==> config.mk <==
export PLATFORM = sky130hd
export DESIGN_NAME = sercomm_pwr_ctl
export DESIGN_NICKNAME = d
export VERILOG_FILES = /design/src/rtl/sercomm_pwr_ctl.sv
export SDC_FILE = /design/constraint.sdc
export NUM_CORES = 1
export LEC_CHECK = 0
export ABC_AREA = 1
export BUFFER_PORTS_ARGS = -buffer_cell sky130_fd_sc_hd__buf_4
export CAP_MARGIN = 20
export CORE_MARGIN = 8
export CORE_UTILIZATION = 40
export CTS_CLUSTER_DIAMETER = 80
export DETAILED_ROUTE_END_ITERATION = 8
export PLACE_DENSITY = 0.72
export SLEW_MARGIN = 20
export SYNTH_ARGS = -nofsm -noshare
export SYNTH_HDL_FRONTEND = slang
export SYNTH_SLANG_ARGS = --single-unit
==> constraint.sdc <==
create_clock -name clk -period 2.07 [get_ports clk]
set_clock_uncertainty 0.05 [all_clocks]
set_input_delay 0.414 -clock clk [delete_from_list [all_inputs] [get_ports clk]]
set_output_delay 0.414 -clock clk [all_outputs]
set_load 0.05 [all_outputs]
==> src/rtl/sercomm_pwr_ctl.sv <==
module sercomm_pwr_ctl #(
  parameter int              NRX      = 3,
  parameter int              NTX      = 2,
  parameter int              POLICY   = 0,
  parameter longint unsigned CLK_HZ   = 100_000_000,
  parameter longint unsigned IDLE_SEC = 30
) (
  input  logic           clk,
  input  logic           rst_n,
  input  logic           kill_n,
  input  logic           keep_on,
  input  logic           rcv_oe_n,
  input  logic [NRX-1:0] lvl_ok,
  input  logic [NTX-1:0] tx_line,
  input  logic [NRX-1:0] rx_line,
  output logic           drv_en,
  output logic           rcv_en,
  output logic           supply_en,
  output logic [NRX-1:0] mon_rx,
  output logic           nosig_n
);
  localparam longint unsigned LIMIT = CLK_HZ * IDLE_SEC;
  localparam int CW = $clog2(LIMIT + 1);
  localparam int NW = 3 + 2 * NRX + NTX;
  localparam bit TIMEOUT_MODE = (POLICY == 1);

  logic [NW-1:0] meta, sync;
  logic [NTX+NRX-1:0] data_prev;
  logic [CW-1:0] idle_cnt;

  always_ff @(posedge clk or negedge rst_n)
    if (!rst_n) begin
      meta <= '0;
      sync <= '0;
    end else begin
      meta <= {kill_n, keep_on, rcv_oe_n, lvl_ok, tx_line, rx_line};
      sync <= meta;
    end

  logic           kill_s_n, keep_s, roe_s_n;
  logic [NRX-1:0] ok_s;
  logic [NTX+NRX-1:0] data_s;

  assign {kill_s_n, keep_s, roe_s_n, ok_s, data_s} = sync;
  assign mon_rx  = data_s[NRX-1:0];
  assign nosig_n = |ok_s;

  always_ff @(posedge clk or negedge rst_n)
    if (!rst_n) data_prev <= '0;
    else        data_prev <= data_s;

  logic activity, idle;
  assign activity = |(data_s ^ data_prev);
  assign idle     = (idle_cnt == CW'(LIMIT));

  always_ff @(posedge clk or negedge rst_n)
    if (!rst_n)        idle_cnt <= '0;
    else if (activity) idle_cnt <= '0;
    else if (!idle)    idle_cnt <= idle_cnt + 1'b1;

  logic auto_ok, want_on, rcv_want;
  assign auto_ok  = TIMEOUT_MODE ? !idle : nosig_n;
  assign want_on  = kill_s_n && (keep_s || auto_ok);
  assign rcv_want = kill_s_n && !roe_s_n && !(TIMEOUT_MODE && !keep_s && idle);

  always_ff @(posedge clk or negedge rst_n)
    if (!rst_n) begin
      supply_en <= 1'b0;
      drv_en    <= 1'b0;
      rcv_en    <= 1'b0;
    end else begin
      supply_en <= want_on;
      drv_en    <= want_on && supply_en;
      rcv_en    <= rcv_want;
    end
endmodule


# After elaboration in Yosys (flattened, before gate mapping)
# Index checks and enable logic that the tools add are counted.
[totals]
reg_bits = 25
latch_bits = 0
ram_bits = 0
mem_bits_ro = 0
inputBits = 13
output_inout_bits = 7
word_cells = 11
n_memories = 0
[op_classes]
add_sub_neg = 0
n_mul = 0
n_div = 0
magnitude_cmp = 0
n_eq_ne = 0
shift = 0
n_mux = 0
n_bitwise = 0
reduce_logical = 6
[ops]
columns = ["op", "n"]
rows = [
  ["1-bit logical AND", 3],
  ["3-bit OR reduction", 1],
  ["1-bit zero test", 1],
  ["1-bit logical OR", 1],
]

# Longest topological paths before layout
# Gate-level depths: netlist of the first run.
[logic_depth]
word_depth = 4
depth_mapped = 4
mapped_depth_nobuf = 4

# Least setup slack after synthesis of the first run
# No wires, ideal clock.
[synth_timing]
kind = "register -> output"
from = "reg sync[6]"
to = "out nosig_n"
t_arrival_ns = 0.748
required_time_ns = 1.606
setup_slack_ns = 0.858
stages_incl_launch_ff = 3
path_buffers = 0
cell_sequence = "dfrtp_1 nor2_2 nand2_1"
[synth_between]
elab_chain_len = 1
[synth_rtl]
columns = ["element", "line_no", "source"]
rows = [
  ["start, declared", "27", "logic [NW-1:0] meta, sync;"],
  ["start signal, assigned", "37", "sync <= meta;"],
  ["3-bit OR reduction", "46", "assign nosig_n = |ok_s;"],
  ["end, declared", "20", "output logic nosig_n"],
]
# No other way between the ends.

# Final worst setup path of the first run
# Same ends and word-level chain as after synthesis.

==> results of run 1 <==
==> synthesized netlist by cell type <==
cell type / instances
nand2_1: 2
nor2_1: 2
nor2_2: 1
nand3_1: 1
inv_1: 5
dfrtp_1: 21
buf_4: 3
==> area by class of cell <==
class,instances,area (µm²)
fillers,123,698
flip-flops and latches,21,526
repair buffers,18,138
multi-input cells,6,26.3
clock buffers,3,22.5
well taps,16,20.0
inverters,5,18.8
clock inverters,1,5.00
==> sequential cells by signal, summed over array words and instances, names as in the netlist <==
signal,count
meta,9
supply_en,1
drv_en,1
sync,9
rcv_en,1
==> worst paths after layout <==
path	slack [ns]	start	cells past startpoint	end
hold reg to reg	0.31	meta[2]$_DFF_PN0_	0	sync[2]$_DFF_PN0_
min in group asynchronous	0.48	rst_n	2	meta[9]$_DFF_PN0_
setup reg to reg	1.23	sync[6]$_DFF_PN0_	4	drv_en$_DFF_PN0_
max in group asynchronous	1.29	rst_n	2	meta[2]$_DFF_PN0_
hold / removal	0.17	lvl_ok[1]	1	meta[6]$_DFF_PN0_
setup / recovery	0.57	sync[6]$_DFF_PN0_	3	nosig_n
==> logic make-up after synthesis <==
family | synth area share
buf+inv | 0.0696
simple gates | 0.0443
flops | 0.886
==> per-stage QoR <==
stage / area, µm² / hold WS (ns) / power (mW)
floorplan: 593 / 0.0684 / 0.479
global placement: 718 / 0.248 / 0.508
detailed placement: 718 / 0.256 / 0.512
CTS: 756 / 0.165 / 0.695
global route: 756 / 0.141 / 0.724
finish: 756 / 0.169 / 0.686
==> layer usage <==
metal,GRT usage,vias to the layer above,routed length (µm)
li1,-,136,-
met1,0.0692,145,287
met2,0.122,11,489
met3,0.0353,0,70
met4,0.0369,0,0
met5,0,-,0
==> power by group through the flow <==
stage | Sequential [mW] | Clock (mW) | Combinational [mW]
finish | 0.437 | 0.183 | 0.0653
CTS | 0.438 | 0.190 | 0.0670
global route | 0.440 | 0.214 | 0.0698
floorplan | 0.456 | 0 | 0.0231
global placement | 0.444 | 0 | 0.0636
detailed placement | 0.446 | 0 | 0.0655
==> repair_timing <==
item / 4_1_cts / 5_1_grt
hold buffers: 1 / 0
hold endpoints to repair: 21 / 0
buffers inserted: 0 / 0
gates resized for setup: 0 / 0
==> summary.md, run 1 <==
| Metric | Value |
|---|---|
| Status | `finished, final reports clean` |
| Global route overflow | `0` |
| Crit Path Category | `reg2out` |
| Fmax | `around 670 MHz` |
| Clock sink total | `21` |
| Psw | `0.159 mW` |
| Final hold violations | `0` |
| Setup violations, final | `0` |
| Pre-CTS WS | `0.895 ns` |
| Lkg Pwr | `0.389 nW` |
| Initial DRC Count | `3` |
| Clock buffer depth | `2` |
| Worst-path clk slew | `around 0.11 ns` |
| Library cells used by synthesis | `7` |
| Port Buffers | `17` |
| Rows | `14` |
| Top Ports | `20` |
| CP max stage cell | `dfrtp_1` |
| First-pass GRT wire length | `between 1000 and 1500 µm` |
| Area Growth Syn to Fin | `27.4%` |
| Top-area cell type share of the netlist area | `0.886` |
| Non-filler cells in the finished layout | `70` |
| Drt via density | `around 4.2` |
| Fin util | `0.520` |
| Die height | `54.5 µm` |
| Min Tclk post-route | `1.50 ns` |
| H-Tree Depth | `1` |
| Switching share of total power | `0.232` |
| Fin crit share | `0.724` |
| Syn_nets | `48` |
| #FFs+latches synth | `21` |
| Via count | `292` |
| Diode count | `0` |
| Worst hold-check path type | `in2reg` |
| Mapped Cells | `35` |
| CTS tree | `yes` |
| WL per Instance | `roughly 12 µm` |
| Pwr Density | `907 nW/µm²` |
| Die X | `54.5 µm` |
| RSZ-0062 raised after global routing | `no` |
| Area leader, netlist | `dfrtp_1` |
| Setup crit start kind | `flip-flop` |
| CTS buffer count | `3` |
| Element type at the critical path end | `output pin` |
| Critical Path RT | `1.61 ns` |
| Post-Syn Area | `593 µm²` |
| DRC errors left | `0` |
| Slew HR | `0.832` |
| Pre-antenna DRT Iters | `2` |
| Inst Count DP | `65` |
| Commonest non-fill, non-tap cell in the layout | `dfrtp_1` |
| Gpl congestion | `approximately 0.64` |
| DPL Wire Length | `673 µm` |
| Comb power frac | `0.095` |
| Vias in the first global route | `319` |
| Commonest non-fill, non-tap cells in the layout | `21 x dfrtp_1, 17 x buf_4, 5 x inv_1, 3 x clkbuf_4` |
| Initial antenna violation count | `0` |
| Sequence of cells on the critical path | `nor2_2, nand2_1, buf_4` |
| IR drop worst, VDD | `0.530 mV` |
| Core ar. | `about 1500 µm²` |
| Gr usage total | `0.0712` |
| CP top delay family | `flip-flops` |
| Post-Syn Area per Cell | `approximately 17 µm²` |
| Crit path max fanout | `2` |
| P_int | `0.527 mW` |
| Starting Density | `0.408` |
| Clock Latency Late Sink | `0.29 ns` |
| Largest net degree at the start of global routing | `22` |
| Worst EP arrival | `1.03 ns` |
| CTS root buf | `clkbuf_4` |
| Reg power frac | `0.638` |
| Share of post-route cells with drive strength above 1 | `0.407` |
| Buffers & Inverters on Critical Path | `1` |
| Pins Over Slew Limit | `0` |
| Seq/Total Area, Yosys | `0.886` |
| Max incr delay on CP | `0.39 ns` |
| Yosys warning count | `0` |
| Final setup margin | `0.572 ns` |
| Dominant cells by area after synthesis | `dfrtp_1 89%, buf_4 3.8%, inv_1 3.2%` |
| Setup TNS | `0 ns` |
| Tightest Pin Transition | `0.251 ns` |
| Routed WL | `about 850 µm` |
| Max cap viols | `0` |
| Post-DRT Antenna Nets | `0` |
| Total Die Area | `2970 µm²` |
| Clock share of power | `0.267` |
| Final #Nets | `68` |
Note: power is estimated with default switching activity, not from simulation.
==> run 2: changes to the inputs <==
--- a/config.mk
+++ b/config.mk
@@ -5,7 +5,7 @@
 export SDC_FILE = /design/constraint.sdc
 export NUM_CORES = 1
 export LEC_CHECK = 0
-export ABC_AREA = 1
+export ABC_AREA = 0
 export BUFFER_PORTS_ARGS = -buffer_cell sky130_fd_sc_hd__buf_4
 export CAP_MARGIN = 20
 export CORE_MARGIN = 8
==> constraint.sdc (replaced) <==
create_clock -name clk -period 1.53 [get_ports clk]
set_clock_uncertainty 0.05 [all_clocks]
set_input_delay 0.306 -clock clk [delete_from_list [all_inputs] [get_ports clk]]
set_output_delay 0.306 -clock clk [all_outputs]
set_load 0.05 [all_outputs]
==> summary.md, run 2 <==
| Metric | Value |
|---|---|
| Status | `finished with violations (was finished, final reports clean)` |
| Failing checks | `negative setup slack` |
| Diode count | `0 (unchanged)` |
| Slew HR | `0.836 (was 0.832)` |
| Count leader, synth | `dfrtp_1 (unchanged)` |
| Post-DRT Antenna Nets | `0 (unchanged)` |
| Dominant cells by area after synthesis | `dfrtp_1 90%, buf_4 3.9%, or3_4 1.9% (was dfrtp_1 89%, buf_4 3.8%, inv_1 3.2%)` |
| CP top delay family | `simple AND/OR/NAND/NOR gates (was flip-flops)` |
| Port Buffers | `17 (unchanged)` |
| Largest net degree at the start of global routing | `22 (unchanged)` |
| Initial antenna violation count | `0 (unchanged)` |
| Top Ports | `20 (unchanged)` |
| Yosys warning count | `0 (unchanged)` |
| WL per Instance | `13.0 µm (was 12.1 µm)` |
| Top-area cell type share of the netlist area | `0.901 (was 0.886)` |
| Die X | `54.2 µm (was 54.5 µm)` |
| Final setup margin | `-0.0498 ns (was 0.572 ns)` |
| Final #Nets | `62 (was 68)` |
| Via count | `279 (was 292)` |
| Clock sink total | `21 (unchanged)` |
| Switching share of total power | `0.226 (was 0.232)` |
| Reg2Reg Setup Slack | `0.28 ns (was 1.23 ns)` |
| Total Die Area | `2940 µm² (was 2970 µm²)` |
| Min Tclk post-route | `1.58 ns` |
| FF-to-FF path depth | `3 (was 4)` |
| Starting Density | `0.437 (was 0.408)` |
| WHS | `0.0600 ns (was 0.169 ns)` |
| CTS buffer count | `3 (unchanged)` |
| Top flop regs | `meta (9), sync (9) (unchanged)` |
| Global route overflow | `0 (unchanged)` |
| Seq/Total Area, Yosys | `0.901 (was 0.886)` |
| Die height | `54.2 µm (was 54.5 µm)` |
| Fin crit share | `1.03` |
| IR drop worst, VDD | `0.537 mV (was 0.530 mV)` |
| Psw | `0.209 mW (was 0.159 mW)` |
| Lkg Pwr | `0.375 nW (was 0.389 nW)` |
| Share of post-route cells with drive strength above 1 | `0.479 (was 0.407)` |
| Worst Min Path Start | `lvl_ok[1] (unchanged)` |
| Pins Over Slew Limit | `0 (unchanged)` |
| Element type at the critical path end | `output pin (unchanged)` |
| Worst-path clk slew | `0.11 ns (about the same)` |
| RSZ-0062 raised after global routing | `yes (was no)` |
| Setup crit start kind | `flip-flop (unchanged)` |
| Rows | `13 (was 14)` |
| CTS tree | `yes (unchanged)` |
| Comb power frac | `0.098 (was 0.095)` |
| Max incr delay on CP | `0.40 ns (was 0.39 ns)` |
| Clock share of power | `0.263 (was 0.267)` |
| Clock buffer depth | `2 (unchanged)` |
| Inst Count DP | `57 (was 65)` |
| Gpl congestion | `0.612 (was 0.644)` |
| Commonest non-fill, non-tap cells in the layout | `21 x dfrtp_1, 17 x buf_4, 3 x clkbuf_4 (was 21 x dfrtp_1, 17 x buf_4, 5 x inv_1, 3 x clkbuf_4)` |
| Area Growth Syn to Fin | `30.3% (was 27.4%)` |
| Worst hold-check path type | `in2reg (unchanged)` |
| Setup TNS | `-0.0498 ns (was 0 ns)` |
| Worst R2R Start | `sync[7]$_DFF_PN0_ (was sync[6]$_DFF_PN0_)` |
| Crit path max fanout | `2 (unchanged)` |
| Reg power frac | `0.639 (was 0.638)` |
| Main synth FF type | `dfrtp_1 (unchanged)` |
| Core ar. | `1330 µm² (was 1450 µm²)` |
| Gr usage total | `0.0642 (was 0.0712)` |
| Fillers | `107 (was 123)` |
| Mapped Cells | `28 (was 35)` |
| DRC errors left | `0 (unchanged)` |
| Commonest cells in the netlist | `21 x dfrtp_1, 3 x buf_4 (was 21 x dfrtp_1, 5 x inv_1, 3 x buf_4)` |
| Setup violations, final | `1 (was 0)` |
| Clock Latency Late Sink | `0.29 ns (about the same)` |
| Vias in the first global route | `306 (was 319)` |
| Initial DRC Count | `2 (was 3)` |
| Non-filler cells in the finished layout | `63 (was 70)` |
| Crit Path Category | `reg2out (unchanged)` |
| H-Tree Depth | `1 (unchanged)` |
| Post-Syn Area per Cell | `20.8 µm² (was 16.9 µm²)` |
| Critical Path RT | `1.17 ns (was 1.61 ns)` |
| Routed WL | `821 µm (was 847 µm)` |
| CP max stage cell | `or3_4 (was dfrtp_1)` |
| P_int | `0.716 mW (was 0.527 mW)` |
| Fmax | `633 MHz` |
| Worst EP arrival | `1.22 ns (was 1.03 ns)` |
| Max cap viols | `0 (unchanged)` |
| CTS root buf | `clkbuf_4 (unchanged)` |
| Area leader, netlist | `dfrtp_1 (unchanged)` |
| Final hold violations | `0 (unchanged)` |
| Post-Syn Area | `583 µm² (was 593 µm²)` |
| Hold Path Cell Cnt | `1 (unchanged)` |
| Number of flops mapped to enable cells by yosys | `0 (unchanged)` |
| Library cells used by synthesis | `6 (was 7)` |
| Worst Hold End | `meta[6]$_DFF_PN0_ (unchanged)` |
| Commonest non-fill, non-tap cell in the layout | `dfrtp_1 (unchanged)` |
| First-pass GRT wire length | `1300 µm (was 1420 µm)` |
| Worst R2R End | `drv_en$_DFF_PN0_ (unchanged)` |
| #FFs+latches synth | `21 (unchanged)` |
| Post-synth ARST share | `1.00 (unchanged)` |
| Pre-antenna DRT Iters | `2 (unchanged)` |
| Sequence of cells on the critical path | `or3_4, buf_8 (was nor2_2, nand2_1, buf_4)` |
| Pwr Density | `1220 nW/µm² (was 907 nW/µm²)` |
| Syn_nets | `41 (was 48)` |
| Buffers & Inverters on Critical Path | `1 (unchanged)` |
| Tightest Pin Transition | `0.247 ns (was 0.251 ns)` |
| Drt via density | `4.43 (was 4.17)` |
[run 2: cell count changes in the layout (fill, tap and decap cells not counted), sizes merged]
| cell | before | now |
|---|---|---|
| inv | 5 | 0 |
| nor2 | 3 | 0 |
| nand2 | 2 | 0 |
| buf | 17 | 18 |
| nand3 | 1 | 0 |
| nor2b | 0 | 1 |
| o211a | 0 | 1 |
| o21a | 0 | 1 |
| or3 | 0 | 1 |
[run 2: logic make-up (layout without fill, tap and decap cells)]
group,Yosys count,count (layout),synth area share
buffers and inverters,3,23,0.0386
and+or+nand+nor,2,2,0.0300
DFF,21,21,0.901
AOI/OAI and AO/OA,2,2,0.0300
[run 2: repair_timing]
item / in CTS / in global routing
pin swaps: 1 / 0
resized for setup: 2 / 0
endpoints found under the hold margin: 21 / 0
setup endpoints to repair: 1 / 1
buffers inserted: 1 / 0
hold buffers: 1 / 0
[run 2: metal layers]
layer	routed length, µm	global-route usage	up-vias
met5	0	0	-
met4	6	0.0492	0
met3	133	0.0496	2
met2	374	0.0935	15
met1	307	0.0595	136
li1	-	-	126
[run 2: cell type report]
type | count | area, µm² | share of cell area
clock buffers | 3 | 22.5 | 0.0297
well taps | 15 | 18.8 | 0.0247
repair buffers | 19 | 153 | 0.201
multi-input cells | 4 | 35.0 | 0.0461
clock inverters | 1 | 5.00 | 0.00659
flip-flops and latches | 21 | 526 | 0.692
[run 2: how the worst max path moves through the flow]
stage,cells after the start,to,slack (ns),from
3_5_place_dp,2,nosig_n,0.25,sync[6]$_DFF_PN0_
3_3_place_gp,2,nosig_n,0.25,sync[6]$_DFF_PN0_
2_1_floorplan,2,drv_en$_DFF_PN0_,0.32,sync[6]$_DFF_PN0_
5_1_grt,2,nosig_n,-0.09,sync[7]$_DFF_PN0_
6_report,2,nosig_n,-0.05,sync[7]$_DFF_PN0_
4_1_cts,2,nosig_n,-0.06,sync[7]$_DFF_PN0_
[run 2: worst register-to-register path, cell delays in order (launching register included)]
cell,delay (ns)
dfrtp_1,0.37
or3_4,0.40
buf_4,0.15
o211a_1,0.19
[run 2: power by group through the flow]
stage	clock network, mW	registers (mW)	logic, mW
finish	0.244	0.591	0.0904
detailed placement	0	0.603	0.0867
global route	0.286	0.594	0.0970
global placement	0	0.601	0.0842
floorplan	0	0.617	0.0302
CTS	0.253	0.592	0.0923
[run 2: metrics by stage]
| step | power [mW] | util | instance area, µm² | worst slack [ns] |
|---|---|---|---|---|
| after floorplan | 0.647 | - | 583 | 0.316 |
| after global placement | 0.685 | 0.530 | 707 | 0.248 |
| after detailed placement | 0.689 | 0.530 | 707 | 0.248 |
| after CTS | 0.936 | 0.569 | 759 | -0.0603 |
| after global routing | 0.978 | 0.569 | 759 | -0.0944 |
| final | 0.925 | 0.569 | 759 | -0.0498 |
==> run 3: changes to the inputs <==
--- a/config.mk
+++ b/config.mk
@@ -8,11 +8,13 @@
 export ABC_AREA = 0
 export BUFFER_PORTS_ARGS = -buffer_cell sky130_fd_sc_hd__buf_4
 export CAP_MARGIN = 20
+export CELL_PAD_IN_SITES_DETAIL_PLACEMENT = 1
+export CELL_PAD_IN_SITES_GLOBAL_PLACEMENT = 1
 export CORE_MARGIN = 8
-export CORE_UTILIZATION = 40
+export CORE_UTILIZATION = 37
 export CTS_CLUSTER_DIAMETER = 80
 export DETAILED_ROUTE_END_ITERATION = 8
-export PLACE_DENSITY = 0.72
+export PLACE_DENSITY = 0.78
 export SLEW_MARGIN = 20
 export SYNTH_ARGS = -nofsm -noshare
 export SYNTH_HDL_FRONTEND = slang
==> summary.md, run 3 (synthesis gave the netlist of run 2 again) <==
| Metric | Value |
|---|---|
| Status | `finished with violations (unchanged)` |
| Failing checks | `negative setup slack (unchanged)` |
| Slew HR | `0.830 (was 0.836)` |
| Fmax | `635 MHz (was 633 MHz)` |
| Element type at the critical path end | `output pin (unchanged)` |
| WL per Instance | `13.6 µm (was 13.0 µm)` |
| Drt via density | `4.27 (was 4.43)` |
| Share of post-route cells with drive strength above 1 | `0.447 (was 0.479)` |
| Global route overflow | `0 (unchanged)` |
| Reg power frac | `0.642 (was 0.639)` |
| Final #Nets | `61 (was 62)` |
| Worst Min Path Start | `lvl_ok[0] (was lvl_ok[1])` |
| Initial antenna violation count | `0 (unchanged)` |
| Port Buffers | `17 (unchanged)` |
| Via count | `269 (was 279)` |
| Worst-path clk slew | `0.10 ns (was 0.11 ns)` |
| Initial DRC Count | `0 (was 2)` |
| Sequence of cells on the critical path | `or3_4, buf_6 (was or3_4, buf_8)` |
| Die X | `55.7 µm (was 54.2 µm)` |
| Top flop regs | `meta (9), sync (9) (unchanged)` |
| Gpl congestion | `0.602 (was 0.612)` |
| Lkg Pwr | `0.367 nW (was 0.375 nW)` |
| Switching share of total power | `0.221 (was 0.226)` |
| Top Ports | `20 (unchanged)` |
| Setup violations, final | `1 (unchanged)` |
| Final Instance Area | `748 µm² (was 759 µm²)` |
| Commonest non-fill, non-tap cells in the layout | `21 x dfrtp_1, 16 x buf_4, 3 x clkbuf_4 (was 21 x dfrtp_1, 17 x buf_4, 3 x clkbuf_4)` |
| Pwr Density | `1230 nW/µm² (was 1220 nW/µm²)` |
| Crit Path Category | `reg2out (unchanged)` |
| DRC errors left | `0 (unchanged)` |
| CP max stage cell | `or3_4 (unchanged)` |
| Worst Hold End | `meta[5]$_DFF_PN0_ (was meta[6]$_DFF_PN0_)` |
| Core ar. | `1490 µm² (was 1330 µm²)` |
| Final setup margin | `-0.0446 ns (was -0.0498 ns)` |
| Setup crit start kind | `flip-flop (unchanged)` |
| Psw | `0.204 mW (was 0.209 mW)` |
| Routed WL | `855 µm (was 821 µm)` |
| Fin crit share | `1.03 (about the same)` |
| Min Tclk post-route | `1.57 ns (was 1.58 ns)` |
| Clock buffer depth | `2 (unchanged)` |
| Reg2Reg Setup Slack | `0.40 ns (was 0.28 ns)` |
| CP Launch Point | `sync[6]$_DFF_PN0_ (was sync[7]$_DFF_PN0_)` |
| Post-DRT Antenna Nets | `0 (unchanged)` |
| Rows | `14 (was 13)` |
| IR drop worst, VDD | `0.541 mV (was 0.537 mV)` |
| Critical Path RT | `1.17 ns (about the same)` |
| CTS tree | `yes (unchanged)` |
| Largest net degree at the start of global routing | `22 (unchanged)` |
| Crit path max fanout | `3 (was 2)` |
| Fillers | `138 (was 107)` |
| Clock sink total | `21 (unchanged)` |
| Clock share of power | `0.263 (about the same)` |
| Worst hold-check path type | `in2reg (unchanged)` |
| Vias in the first global route | `312 (was 306)` |
| Comb power frac | `0.095 (was 0.098)` |
| First-pass GRT wire length | `1390 µm (was 1300 µm)` |
| H-Tree Depth | `1 (unchanged)` |
| Tightest Pin Transition | `0.256 ns (was 0.247 ns)` |
| Pins Over Slew Limit | `0 (unchanged)` |
| Placement Cell Area | `708 µm² (was 707 µm²)` |
| Gr usage total | `0.0607 (was 0.0642)` |
| Pre-antenna DRT Iters | `1 (was 2)` |
| Critical Path Stages | `2 (unchanged)` |
| CTS buffer count | `3 (unchanged)` |
| Worst EP arrival | `1.22 ns (about the same)` |
| Worst R2R Start | `sync[6]$_DFF_PN0_ (was sync[7]$_DFF_PN0_)` |
| Final hold violations | `0 (unchanged)` |
| CTS root buf | `clkbuf_4 (unchanged)` |
| Pre-CTS WS | `0.244 ns (was 0.248 ns)` |
| Commonest non-fill, non-tap cell in the layout | `dfrtp_1 (unchanged)` |
| Die height | `55.7 µm (was 54.2 µm)` |
| Area Growth Syn to Fin | `28.3% (was 30.3%)` |
| Diode count | `0 (unchanged)` |
| Worst R2R End | `drv_en$_DFF_PN0_ (unchanged)` |
| FF-to-FF path depth | `2 (was 3)` |
| Hold Path Cell Cnt | `1 (unchanged)` |
| Total Die Area | `3100 µm² (was 2940 µm²)` |
| CP top delay family | `simple AND/OR/NAND/NOR gates (unchanged)` |
| Max incr delay on CP | `0.40 ns (about the same)` |
| Max cap viols | `0 (unchanged)` |
| RSZ-0062 raised after global routing | `yes (unchanged)` |
| Clock Latency Late Sink | `0.29 ns (about the same)` |
| Buffers & Inverters on Critical Path | `1 (unchanged)` |
| P_int | `0.718 mW (was 0.716 mW)` |
| Starting Density | `0.392 (was 0.437)` |
[run 3: cell types whose count changed in the layout (fill, tap and decap cells not counted)]
cell,delta
buf_8,-1
buf_4,-1
buf_6,+1
clkinv_2,-1
clkbuf_1,+1
[run 3: worst reg2reg max path, cell delays in order, from the launching register on]
cell     delay [ns]
dfrtp_1        0.37
or3_4          0.40
o211a_1        0.21
[run 3: repair_timing]
item,4_1_cts,5_1_grt
hold buffers,1,0
setup buffers,0,0
endpoints found under the setup margin,1,1
gates cloned,0,0
hold endpoints to repair,21,0
resized for setup,1,0
[run 3: stage by stage]
step           instances  utilization  total power [mW]  TNS (ns)  hold WS (ns)
3_5_place_dp          58        0.476             0.690         0         0.147
2_1_floorplan         28            -             0.647         0       -0.0396
6_report              63        0.503             0.922   -0.0446        0.0645
3_3_place_gp          58        0.476             0.686         0         0.141
4_1_cts               63        0.503             0.940   -0.0666        0.0516
5_1_grt               63        0.503             0.981    -0.110        0.0236
[run 3: per-layer routing]
layer	track usage	vias up	wire [µm]
li1	-	125	-
met1	0.0542	130	312
met2	0.0817	14	407
met3	0.0616	0	135
met4	0.0423	0	0
met5	0	-	0
[run 3: layout make-up]
type | count | area [µm²] | area share
Sequential cell | 21 | 526 | 0.702
Timing Repair Buffer | 18 | 141 | 0.189
Multi-Input combinational cell | 4 | 35.0 | 0.0468
Clock buffer | 4 | 26.3 | 0.0351
Tap cell | 16 | 20.0 | 0.0268
[run 3: worst max-delay path by stage]
stage | to
floorplan | drv_en$_DFF_PN0_
global route | nosig_n
finish | nosig_n
CTS | nosig_n
global placement | nosig_n
detailed placement | nosig_n
[run 3: power groups by stage]
stage                     clock [mW]  combinational [mW]  sequential (mW)
after global placement             0              0.0847            0.601
final                          0.243              0.0875            0.592
after CTS                      0.258              0.0892            0.593
after detailed placement           0              0.0864            0.604
after global routing           0.293              0.0934            0.595
after floorplan                    0              0.0302            0.617
